==> config.mk <==
export PLATFORM = sky130hd
export DESIGN_NAME = sar_ctl_regs
export DESIGN_NICKNAME = d
export VERILOG_FILES = /design/src/rtl/sar_regs_pkg.sv /design/src/rtl/sar_bus_decode.sv /design/src/rtl/sar_conv_fsm.sv /design/src/rtl/sar_reg_bank.sv /design/src/rtl/sar_ctl_regs.sv
export SDC_FILE = /design/constraint.sdc
export NUM_CORES = 1
export LEC_CHECK = 0
export BUFFER_PORTS_ARGS = -buffer_cell sky130_fd_sc_hd__buf_2
export CORE_MARGIN = 3
export CORE_UTILIZATION = 44
export DETAILED_ROUTE_END_ITERATION = 7
export GPL_ROUTABILITY_DRIVEN = 0
export SLEW_MARGIN = 25
export SYNTH_ARGS = -nofsm -noshare
export SYNTH_HDL_FRONTEND = slang
export SYNTH_HIERARCHICAL = 1
export SYNTH_SLANG_ARGS = --single-unit
==> constraint.sdc <==
create_clock -name clk -period 2.5 [get_ports clk]
set_clock_uncertainty 0.15 [all_clocks]
set_input_delay 0.25 -clock clk [delete_from_list [all_inputs] [get_ports clk]]
set_output_delay 0.25 -clock clk [all_outputs]
set_load 0.02 [all_outputs]
==> src/rtl/sar_regs_pkg.sv <==
package sar_regs_pkg;

    // Register indices; offsets follow from reg_offset()
    localparam int unsigned NREG = 12;

    typedef enum logic [3:0] {
        RI_CTL0  = 4'd0,
        RI_CTL1  = 4'd1,
        RI_STAT  = 4'd2,
        RI_RES0  = 4'd3,
        RI_RES1  = 4'd4,
        RI_CFG   = 4'd5,
        RI_GCTL  = 4'd6,
        RI_GSTAT = 4'd7,
        RI_CMP   = 4'd8,
        RI_OFS   = 4'd9,
        RI_CALV  = 4'd10,
        RI_PINS  = 4'd11
    } reg_idx_e;

    // Number of plain storage registers starting at RI_CMP
    localparam int unsigned NSTORE = 4;

    // Field positions the behaviour depends on
    localparam int unsigned IE_BIT    = 7;
    localparam int unsigned CONT_BIT  = 6;
    localparam int unsigned CALGO_BIT = 7;
    localparam int unsigned CALF_BIT  = 1;
    localparam int unsigned OVW_BIT   = 16;
    localparam int unsigned CHAN_W    = 5;

    localparam logic [CHAN_W-1:0] CHAN_STOP = 5'h1F;

    typedef enum logic [1:0] {
        ST_STOPPED   = 2'd0,
        ST_CONVERT   = 2'd1,
        ST_CALIBRATE = 2'd2
    } conv_state_e;

    // Byte offset of register idx: word-spaced, the last one skips a word
    function automatic logic [7:0] reg_offset(input int unsigned idx);
        if (idx == 11)
            return 8'h30;
        else
            return 8'(idx * 4);
    endfunction

endpackage

==> src/rtl/sar_bus_decode.sv <==
module sar_bus_decode
    import sar_regs_pkg::*;
#(
    parameter int unsigned ADDR_W = 8
) (
    input  logic [ADDR_W-1:0] bus_addr,
    input  logic              bus_we,
    input  logic              bus_re,
    output logic [NREG-1:0]   sel,
    output logic [NREG-1:0]   wr_sel,
    output logic [NREG-1:0]   rd_sel
);

    // One comparator per register; unmatched addresses select nothing
    for (genvar gi = 0; gi < NREG; gi++) begin : g_match
        localparam logic [ADDR_W-1:0] OFFS = ADDR_W'(reg_offset(gi));
        assign sel[gi]    = (bus_addr == OFFS);
        assign wr_sel[gi] = sel[gi] & bus_we;
        assign rd_sel[gi] = sel[gi] & bus_re;
    end

endmodule

==> src/rtl/sar_conv_fsm.sv <==
module sar_conv_fsm
    import sar_regs_pkg::*;
(
    input  logic              clk,
    input  logic              rst_n,
    input  logic              chan_wr,
    input  logic [CHAN_W-1:0] chan_wr_code,
    input  logic [CHAN_W-1:0] chan_cur,
    input  logic              cont_en,
    input  logic              cal_req,
    input  logic              eng_done,
    output logic              eng_start,
    output logic              eng_cal,
    output logic              conv_capture,
    output logic              cal_finish,
    output conv_state_e       state
);

    conv_state_e nxt;
    logic        launch;
    logic        cal_go;

    // State register
    always_ff @(posedge clk or negedge rst_n) begin
        if (!rst_n)
            state <= ST_STOPPED;
        else
            state <= nxt;
    end

    // Transitions
    always_comb begin
        nxt          = state;
        launch       = 1'b0;
        cal_go       = 1'b0;
        conv_capture = 1'b0;
        cal_finish   = 1'b0;
        unique case (state)
            ST_STOPPED: begin
                if (cal_req) begin                              // CAL_GO
                    nxt    = ST_CALIBRATE;
                    cal_go = 1'b1;
                end else if (chan_wr && chan_wr_code != CHAN_STOP) begin  // LAUNCH
                    nxt    = ST_CONVERT;
                    launch = 1'b1;
                end
            end
            ST_CONVERT: begin
                conv_capture = eng_done;
                if (cal_req) begin                              // CAL_GO
                    nxt    = ST_CALIBRATE;
                    cal_go = 1'b1;
                end else if (chan_wr) begin
                    if (chan_wr_code == CHAN_STOP)
                        nxt = ST_STOPPED;                       // PARK
                    else
                        launch = 1'b1;                          // RELAUNCH
                end else if (eng_done) begin
                    if (cont_en && chan_cur != CHAN_STOP)
                        launch = 1'b1;                          // RELAUNCH
                    else
                        nxt = ST_STOPPED;                       // PARK
                end
            end
            ST_CALIBRATE: begin
                if (eng_done) begin                             // CAL_END
                    cal_finish = 1'b1;
                    nxt        = ST_STOPPED;
                end
            end
            default: nxt = ST_STOPPED;
        endcase
    end

    // Registered request pulses to the engine
    always_ff @(posedge clk or negedge rst_n) begin
        if (!rst_n) begin
            eng_start <= 1'b0;
            eng_cal   <= 1'b0;
        end else begin
            eng_start <= launch;
            eng_cal   <= cal_go;
        end
    end

endmodule

==> src/rtl/sar_reg_bank.sv <==
module sar_reg_bank
    import sar_regs_pkg::*;
#(
    parameter int unsigned RES_W = 12
) (
    input  logic              clk,
    input  logic              rst_n,
    input  logic [NREG-1:0]   sel,
    input  logic [NREG-1:0]   wr_sel,
    input  logic [NREG-1:0]   rd_sel,
    input  logic [31:0]       wdata,
    input  logic              conv_capture,
    input  logic              cal_finish,
    input  logic [RES_W-1:0]  eng_result,
    input  logic              eng_cal_fail,
    output logic [31:0]       rdata,
    output logic [CHAN_W-1:0] chan_code,
    output logic              chan_ie,
    output logic              cont_en,
    output logic              cal_pending,
    output logic              done_flag,
    output logic              ovw_en
);

    logic [CHAN_W-1:0] ctl1_chan_q;
    logic              ctl1_ie_q;
    logic [31:0]       cfg_q;
    logic [7:0]        gctl_q;
    logic              calf_q;
    logic [RES_W-1:0]  res0_q;
    logic [31:0]       store_q [NSTORE];
    logic [31:0]       rv      [NREG];
    logic              rd_res0;
    logic              take;

    assign rd_res0 = rd_sel[RI_RES0];
    assign ovw_en  = cfg_q[OVW_BIT];
    assign take    = conv_capture && (!done_flag || ovw_en || rd_res0);

    // Channel control registers
    always_ff @(posedge clk or negedge rst_n) begin
        if (!rst_n) begin
            chan_code   <= CHAN_STOP;
            chan_ie     <= 1'b0;
            ctl1_chan_q <= '0;
            ctl1_ie_q   <= 1'b0;
        end else begin
            if (wr_sel[RI_CTL0]) begin
                chan_code <= wdata[CHAN_W-1:0];
                chan_ie   <= wdata[IE_BIT];
            end
            if (wr_sel[RI_CTL1]) begin
                ctl1_chan_q <= wdata[CHAN_W-1:0];
                ctl1_ie_q   <= wdata[IE_BIT];
            end
        end
    end

    // Configuration, general control and calibration outcome
    always_ff @(posedge clk or negedge rst_n) begin
        if (!rst_n) begin
            cfg_q  <= '0;
            gctl_q <= '0;
            calf_q <= 1'b0;
        end else begin
            if (wr_sel[RI_CFG])
                cfg_q <= wdata;
            if (wr_sel[RI_GCTL])
                gctl_q[CALGO_BIT-1:0] <= wdata[CALGO_BIT-1:0];
            if (cal_finish)
                gctl_q[CALGO_BIT] <= 1'b0;
            else if (wr_sel[RI_GCTL] && wdata[CALGO_BIT])
                gctl_q[CALGO_BIT] <= 1'b1;
            if (cal_finish)
                calf_q <= eng_cal_fail;
            else if (wr_sel[RI_GSTAT] && wdata[CALF_BIT])
                calf_q <= 1'b0;
        end
    end

    assign cont_en     = gctl_q[CONT_BIT];
    assign cal_pending = gctl_q[CALGO_BIT];

    // Result capture and completion flag
    always_ff @(posedge clk or negedge rst_n) begin
        if (!rst_n) begin
            res0_q    <= '0;
            done_flag <= 1'b0;
        end else begin
            if (take)
                res0_q <= eng_result;
            if (conv_capture || cal_finish)
                done_flag <= 1'b1;
            else if (rd_res0)
                done_flag <= 1'b0;
        end
    end

    // Plain storage registers
    for (genvar gk = 0; gk < NSTORE; gk++) begin : g_store
        localparam int unsigned IDX = int'(RI_CMP) + gk;
        always_ff @(posedge clk or negedge rst_n) begin
            if (!rst_n)
                store_q[gk] <= '0;
            else if (wr_sel[IDX])
                store_q[gk] <= wdata;
        end
        assign rv[IDX] = store_q[gk];
    end

    // Read views
    assign rv[RI_CTL0]  = {24'd0, chan_ie, 2'd0, chan_code};
    assign rv[RI_CTL1]  = {24'd0, ctl1_ie_q, 2'd0, ctl1_chan_q};
    assign rv[RI_STAT]  = {31'd0, done_flag};
    assign rv[RI_RES0]  = 32'(res0_q);
    assign rv[RI_RES1]  = '0;
    assign rv[RI_CFG]   = cfg_q;
    assign rv[RI_GCTL]  = {24'd0, gctl_q};
    assign rv[RI_GSTAT] = {30'd0, calf_q, 1'b0};

    always_comb begin
        rdata = '0;
        for (int i = 0; i < NREG; i++) begin
            if (sel[i])
                rdata = rdata | rv[i];
        end
    end

endmodule

==> src/rtl/sar_ctl_regs.sv <==
module sar_ctl_regs
    import sar_regs_pkg::*;
#(
    parameter int unsigned ADDR_W = 8,
    parameter int unsigned RES_W  = 12
) (
    input  logic              clk,
    input  logic              rst_n,
    input  logic [ADDR_W-1:0] bus_addr,
    input  logic              bus_we,
    input  logic              bus_re,
    input  logic [31:0]       bus_wdata,
    output logic [31:0]       bus_rdata,
    output logic              eng_start,
    output logic              eng_cal,
    output logic [4:0]        eng_chan,
    input  logic              eng_done,
    input  logic [RES_W-1:0]  eng_result,
    input  logic              eng_cal_fail,
    output logic              irq
);

    logic [NREG-1:0]   sel;
    logic [NREG-1:0]   wr_sel;
    logic [NREG-1:0]   rd_sel;
    logic [CHAN_W-1:0] chan_code;
    logic              chan_ie;
    logic              cont_en;
    logic              cal_pending;
    logic              done_flag;
    logic              ovw_en;
    logic              conv_capture;
    logic              cal_finish;
    conv_state_e       state;

    sar_bus_decode #(.ADDR_W(ADDR_W)) dec_i (
        .bus_addr (bus_addr),
        .bus_we   (bus_we),
        .bus_re   (bus_re),
        .sel      (sel),
        .wr_sel   (wr_sel),
        .rd_sel   (rd_sel)
    );

    sar_reg_bank #(.RES_W(RES_W)) bank_i (
        .clk          (clk),
        .rst_n        (rst_n),
        .sel          (sel),
        .wr_sel       (wr_sel),
        .rd_sel       (rd_sel),
        .wdata        (bus_wdata),
        .conv_capture (conv_capture),
        .cal_finish   (cal_finish),
        .eng_result   (eng_result),
        .eng_cal_fail (eng_cal_fail),
        .rdata        (bus_rdata),
        .chan_code    (chan_code),
        .chan_ie      (chan_ie),
        .cont_en      (cont_en),
        .cal_pending  (cal_pending),
        .done_flag    (done_flag),
        .ovw_en       (ovw_en)
    );

    sar_conv_fsm fsm_i (
        .clk          (clk),
        .rst_n        (rst_n),
        .chan_wr      (wr_sel[RI_CTL0]),
        .chan_wr_code (bus_wdata[CHAN_W-1:0]),
        .chan_cur     (chan_code),
        .cont_en      (cont_en),
        .cal_req      (wr_sel[RI_GCTL] & bus_wdata[CALGO_BIT]),
        .eng_done     (eng_done),
        .eng_start    (eng_start),
        .eng_cal      (eng_cal),
        .conv_capture (conv_capture),
        .cal_finish   (cal_finish),
        .state        (state)
    );

    assign eng_chan = chan_code;
    assign irq      = done_flag & chan_ie;

endmodule

; Word level (Yosys, flattened, before mapping)
; Index checks and enable logic that the tools add are counted.
[classes]
bitwise = 22
mux = 39
n_reduce_logical = 16
eq_ne = 20
[op_table]
columns = op, n
row1 = $mux 32, 10
row2 = $or 32x32->32, 5
row3 = $eq 8x6->1 const B, 4
row4 = $or 32x1->32, 1
row5 = $or 32x12->32, 1
row6 = $or 32x2->32, 1
row7 = $or 32x8->32, 1
row8 = $eq 8x5->1 const B, 3
row9 = $mux 1, 18
row10 = $eq 8x4->1 const B, 2
row11 = $mux 2, 8
row12 = $and 1x1->1, 12
row13 = $ne 5x5->1 const B, 2
row14 = $eq 8x3->1 const B, 1
row15 = $logic_not 8->1, 1
row16 = $mux 8, 1
row17 = $ne 4x2->1 const B, 2
row18 = $or 8x8->8, 1
row19 = $pmux 2 s3, 1
row20 = $reduce_bool 2->1, 3
row21 = $eq 5x5->1 const B, 1
row22 = $logic_and 1x1->1, 5
row23 = $reduce_and 5->1, 1
row24 = $ne 4x4->1 const B, 1
row25 = other kinds (9), 11
[word_totals]
elab_cells = 114
input_bits = 58
ff_bits = 198
output_inout_bits = 40

; Logic depth before layout (Yosys ltp)
[logic_depth]
word_depth = 22
ltp_mapped = 7
depth_no_buf = 5

; Cells and area by module
; The synthesis kept the hierarchy.
[modules_own_cells]
columns = mod, instances, seq_area_each_um2, area_per_inst_um2, cells_each
row1 = sar_reg_bank, 1, 4860.9, 8236.6, 557
row2 = sar_bus_decode, 1, 0.0, 427.9, 54
row3 = sar_conv_fsm, 1, 100.1, 214.0, 22
row4 = sar_ctl_regs, 1, 0.0, 12.5, 2

; Worst setup path before layout
; OpenSTA, ideal clock, no wires.
[synth_path]
path_kind = input to output
from = input port bus_addr[5]
to = output port bus_rdata[10]
arrival_ns = 1.790
path_slack_ns = 0.310
required_time_ns = 2.100
path_stages = 6
path_buffers = 2
path_cell_list = or4b_4 buf_6 nor2_1 clkbuf_1 a22oi_1 nand3_1
[synth_between]
word_cells_on_any_way = 26
cone_classes = 9 x eq/ne / 9 x mux / 8 x bitwise
[synth_rtl]
columns = item, line
row1 = "start, declared", sar_ctl_regs.sv:9  ; input logic [ADDR_W-1:0] bus_addr,
row2 = $eq 8x5->1 (*), sar_bus_decode.sv:17  ; assign sel[gi] = (bus_addr == OFFS);
row3 = named net sel[5], sar_ctl_regs.sv:23  ; logic [NREG-1:0] sel;
row4 = $mux 32 (*), sar_reg_bank.sv:124  ; if (sel[i])
row5 = $or 32x8->32, sar_reg_bank.sv:125  ; rdata = rdata | rv[i];
row6 = $mux 32 (*), sar_reg_bank.sv:124
row7 = $or 32x2->32, sar_reg_bank.sv:125
row8 = $mux 32 (*), sar_reg_bank.sv:124
row9 = $or 32x32->32, sar_reg_bank.sv:125
row10 = $mux 32 (*), sar_reg_bank.sv:124
row11 = $or 32x32->32, sar_reg_bank.sv:125
row12 = $mux 32 (*), sar_reg_bank.sv:124
row13 = $or 32x32->32, sar_reg_bank.sv:125
row14 = $mux 32 (*), sar_reg_bank.sv:124
row15 = $or 32x32->32, sar_reg_bank.sv:125
row16 = $mux 32 (*), sar_reg_bank.sv:124
row17 = "end, declared", sar_ctl_regs.sv:13  ; output logic [31:0] bus_rdata,
; Mark *: on every way through the listed nets, which the timed path passes. The rest lies on a longest branch.

; Worst setup path after layout
[layout_path]
from = input port bus_addr[1]
to = output port bus_rdata[23]
; The elaborated chain is that of the path after synthesis.

==> results.txt <==
The multi-input gate area in the final layout is between 3000 and 4000 um2. Setup repair after global routing left no endpoint under its margin. The TritonCTS clock tree is yes.

The number of hold violations in the final report was 0. The number of violations of the max-capacitance limit came out at 0. The number of nets in the synthesized netlist came out at ~680. The worst slew margin relative to its limit came out at ~50%. The insertion delay to the later sink of the worst-skew pair came out at approximately 430 ps. The total number of nets in the final design is between 800 and 900. The number of iterations in the first detailed-routing pass came out at 5. The largest vdd supply drop came out at about 0.45 mV.

The count of nets left with antenna violations after detail routing came out at 0. In the post-route analysis, the smallest setup slack over all paths is 113 ps. The number of warnings printed during yosys synthesis is 6. The cell sitting at the root of the clock tree is a clkbuf_16. The worst reg2reg path endpoint is bank_i/res0_q[4]$_DFFE_PN0P_. The number of antenna diodes in the final layout is 0. The remaining global-route overflow is 0. The worst endpoint required time is approximately 2100 ps. In the routed design, unresolved DRC markers number 0. The reg-to-reg setup timing slack came out at around 660 ps.

The cell leakage power is 5.35 nW. The mapped cell area came out at a little under 9000 um2. The initialized floorplan defines 50 standard-cell rows. The transition time at the pin with the least slew margin came out at roughly 740 ps. In the synthesized netlist, the number of instances is between 600 and 700. In the finished design, the share of the clock period the worst path needs comes to between 90% and 100%. The maximum buffer depth of the clock tree is 2. The area of the placeable core came out at 19100 um2.

The fraction of final layout cells with drive strength greater than 1 came out at approximately half. The path type of the worst min-delay path is primary input to flop. The non-filler instance count after layout came out at a little over 1k.

CTS built an H-tree with a depth of 4. The total power divided by cell area is between 600 and 700 nW/um2. The count of pins over their slew limit was 0. The post-cts resize count is 0. The minimum clock period after layout is roughly 2400 ps.

The completed layout was analyzed and its total power is approximately 6.6 mW. The width of the chip is approximately 150 um. The timing-limited maximum frequency came out at 0.419 GHz. The via count of the first global-routing pass is 6346.

The post-CTS setup buffer count came out at 0. The critical path endpoint category is a primary output. The height of the die came out at approximately 150 um.

The count of fill cells added during filler insertion came out at 1601. From synthesis to final layout, the design area changed by 24.0%. The floorplan die area came out at around 22000 um2. After clock tree synthesis, the clock-pin slew on the worst setup and hold paths is 70 ps. The worst hold slack after final layout came out at between 20 and 30 ps. The worst-case reg-to-reg path depth is 3.

At the placement stage, the worst setup path has a slack of ~57 ps. After routing, the total negative slack on setup checks comes to 0 ps. The count of placed standard cells including taps came out at a little under 1k. The wire length reported by the detailed router came out at between 20000 and 25000 um.

In this run the critical register-to-register path is launched from fsm_i/state[1]$_DFFE_PN0P_. The per-instance average area after synthesis came out at roughly 14 um2. The critical path ends at bus_rdata[23]. The effective utilization at floorplan came out at a little under half. The final setup violation count is 0. The first-pass GRT wire length is around 35000 um. The port buffer count came out at 97. The total clock sinks came out at just under 200. In the final layout, flip-flops and latches occupy between 4000 and 5000 um2. In the global route stage, overall resource usage came out at between 20% and 30%.

The number of antenna violations at the first check in global routing is 0. The average routed wire per standard cell came out at around 21 um. The maximum number of pins on one net before global-route repair is 63. The run finished with clean final reports. The hold buffer count at cts is 40. The post-detailed-route via-to-cell ratio is between 5 and 6. The I/O pin count is ~100. The start-to-end type of the worst setup path is primary input to primary output. The first-iteration detailed-routing DRC count came out at between 300 and 400. The number of buffers created by CTS came out at 17. STA puts the critical path data arrival time at around 2000 ps. The maximum net fanout on the critical path is 25. The worst setup path is launched from a primary input.

Tracing the worst setup path back leads to its startpoint at bus_addr[1]. The total vias in the final route came out at ~5.8k. The sum of net half-perimeters after detailed placement is 14200 um.
-- cells in the final DEF, fill, tap and decap left out, drive strengths merged, types with 2 or more instances in the layout --
cell type,n
nand4,3
nor3,11
a222oi,26
a211oi,2
a22o,6
clkbuf,18
nor2,13
dfstp,5
mux2,191
a22oi,46
dlygate4sd3,40
or4b,4
and2,2
inv,11
or4,2
or4bb,2
o21ai,4
a221oi,6
nor2b,2
nand2,26
buf,135
dfrtp,193
clkinv,9
nand3,11
-- area by class of cell --
| type | count | area share [%] |
|---|---|---|
| sequential | 198 | 45.7 |
| multi-input combinational | 363 | 32.4 |
| timing repair buffer | 176 | 12.9 |
| clock buffer | 17 | 3.92 |
| tap | 260 | 3.00 |
| clock inverter | 15 | 1.83 |
| inverter | 5 | 0.173 |
-- worst min path at each step --
stage | startpoint | endpoint | cells past startpoint
after floorplan | rst_n | bank_i/calf_q$_DFFE_PN0P_ | 0
after global placement | rst_n | bank_i/res0_q[0]$_DFFE_PN0P_ | 1
after detailed placement | rst_n | bank_i/res0_q[0]$_DFFE_PN0P_ | 1
after CTS | bus_wdata[0] | bank_i/rv[96]$_DFFE_PN0P_ | 2
after global routing | bus_wdata[0] | bank_i/rv[96]$_DFFE_PN0P_ | 2
final | bus_wdata[0] | bank_i/rv[96]$_DFFE_PN0P_ | 2
-- stage by stage --
step                      util, %  cell area [um2]
after floorplan                 -             8750
final                        56.7            10800
after CTS                    56.7            10800
after detailed placement     51.3             9820
after global routing         56.7            10800
after global placement       51.3             9820
-- where the power goes --
group	switching [mW]	internal [mW]	total [mW]
clock network	1.41	1.38	2.79
registers	0.0885	3.35	3.44
logic	0.203	0.215	0.418
-- worst max-delay path, stage by stage --
cell,delay (ps)
buf_2,120
or4b_1,650
nor2_4,290
buf_12,240
a222oi_1,120
nand2_1,110
buf_2,180
-- state kept, by name, indices dropped and copies added (netlist names) --
register and count:
bank_i/ctl1_chan_q 5, bank_i/rv 128, bank_i/calf_q 1, bank_i/chan_ie 1, bank_i/cfg_q 32, bank_i/res0_q 12, fsm_i/state 2, bank_i/done_flag 1
fsm_i/eng_cal 1, fsm_i/eng_start 1, bank_i/ctl1_ie_q 1, bank_i/gctl_q 8, bank_i/chan_code 5
-- metal layers --
| layer | vias up | GRT usage (%) | wire, um |
|---|---|---|---|
| met2 | 143 | 34.2 | 10800 |
| met4 | 0 | 6.24 | 336 |
| met5 | - | 0 | 0 |
| met3 | 27 | 4.57 | 870 |
| met1 | 3025 | 26.7 | 9560 |
| li1 | 2611 | - | - |
Note: power is estimated with default switching activity, not from simulation.
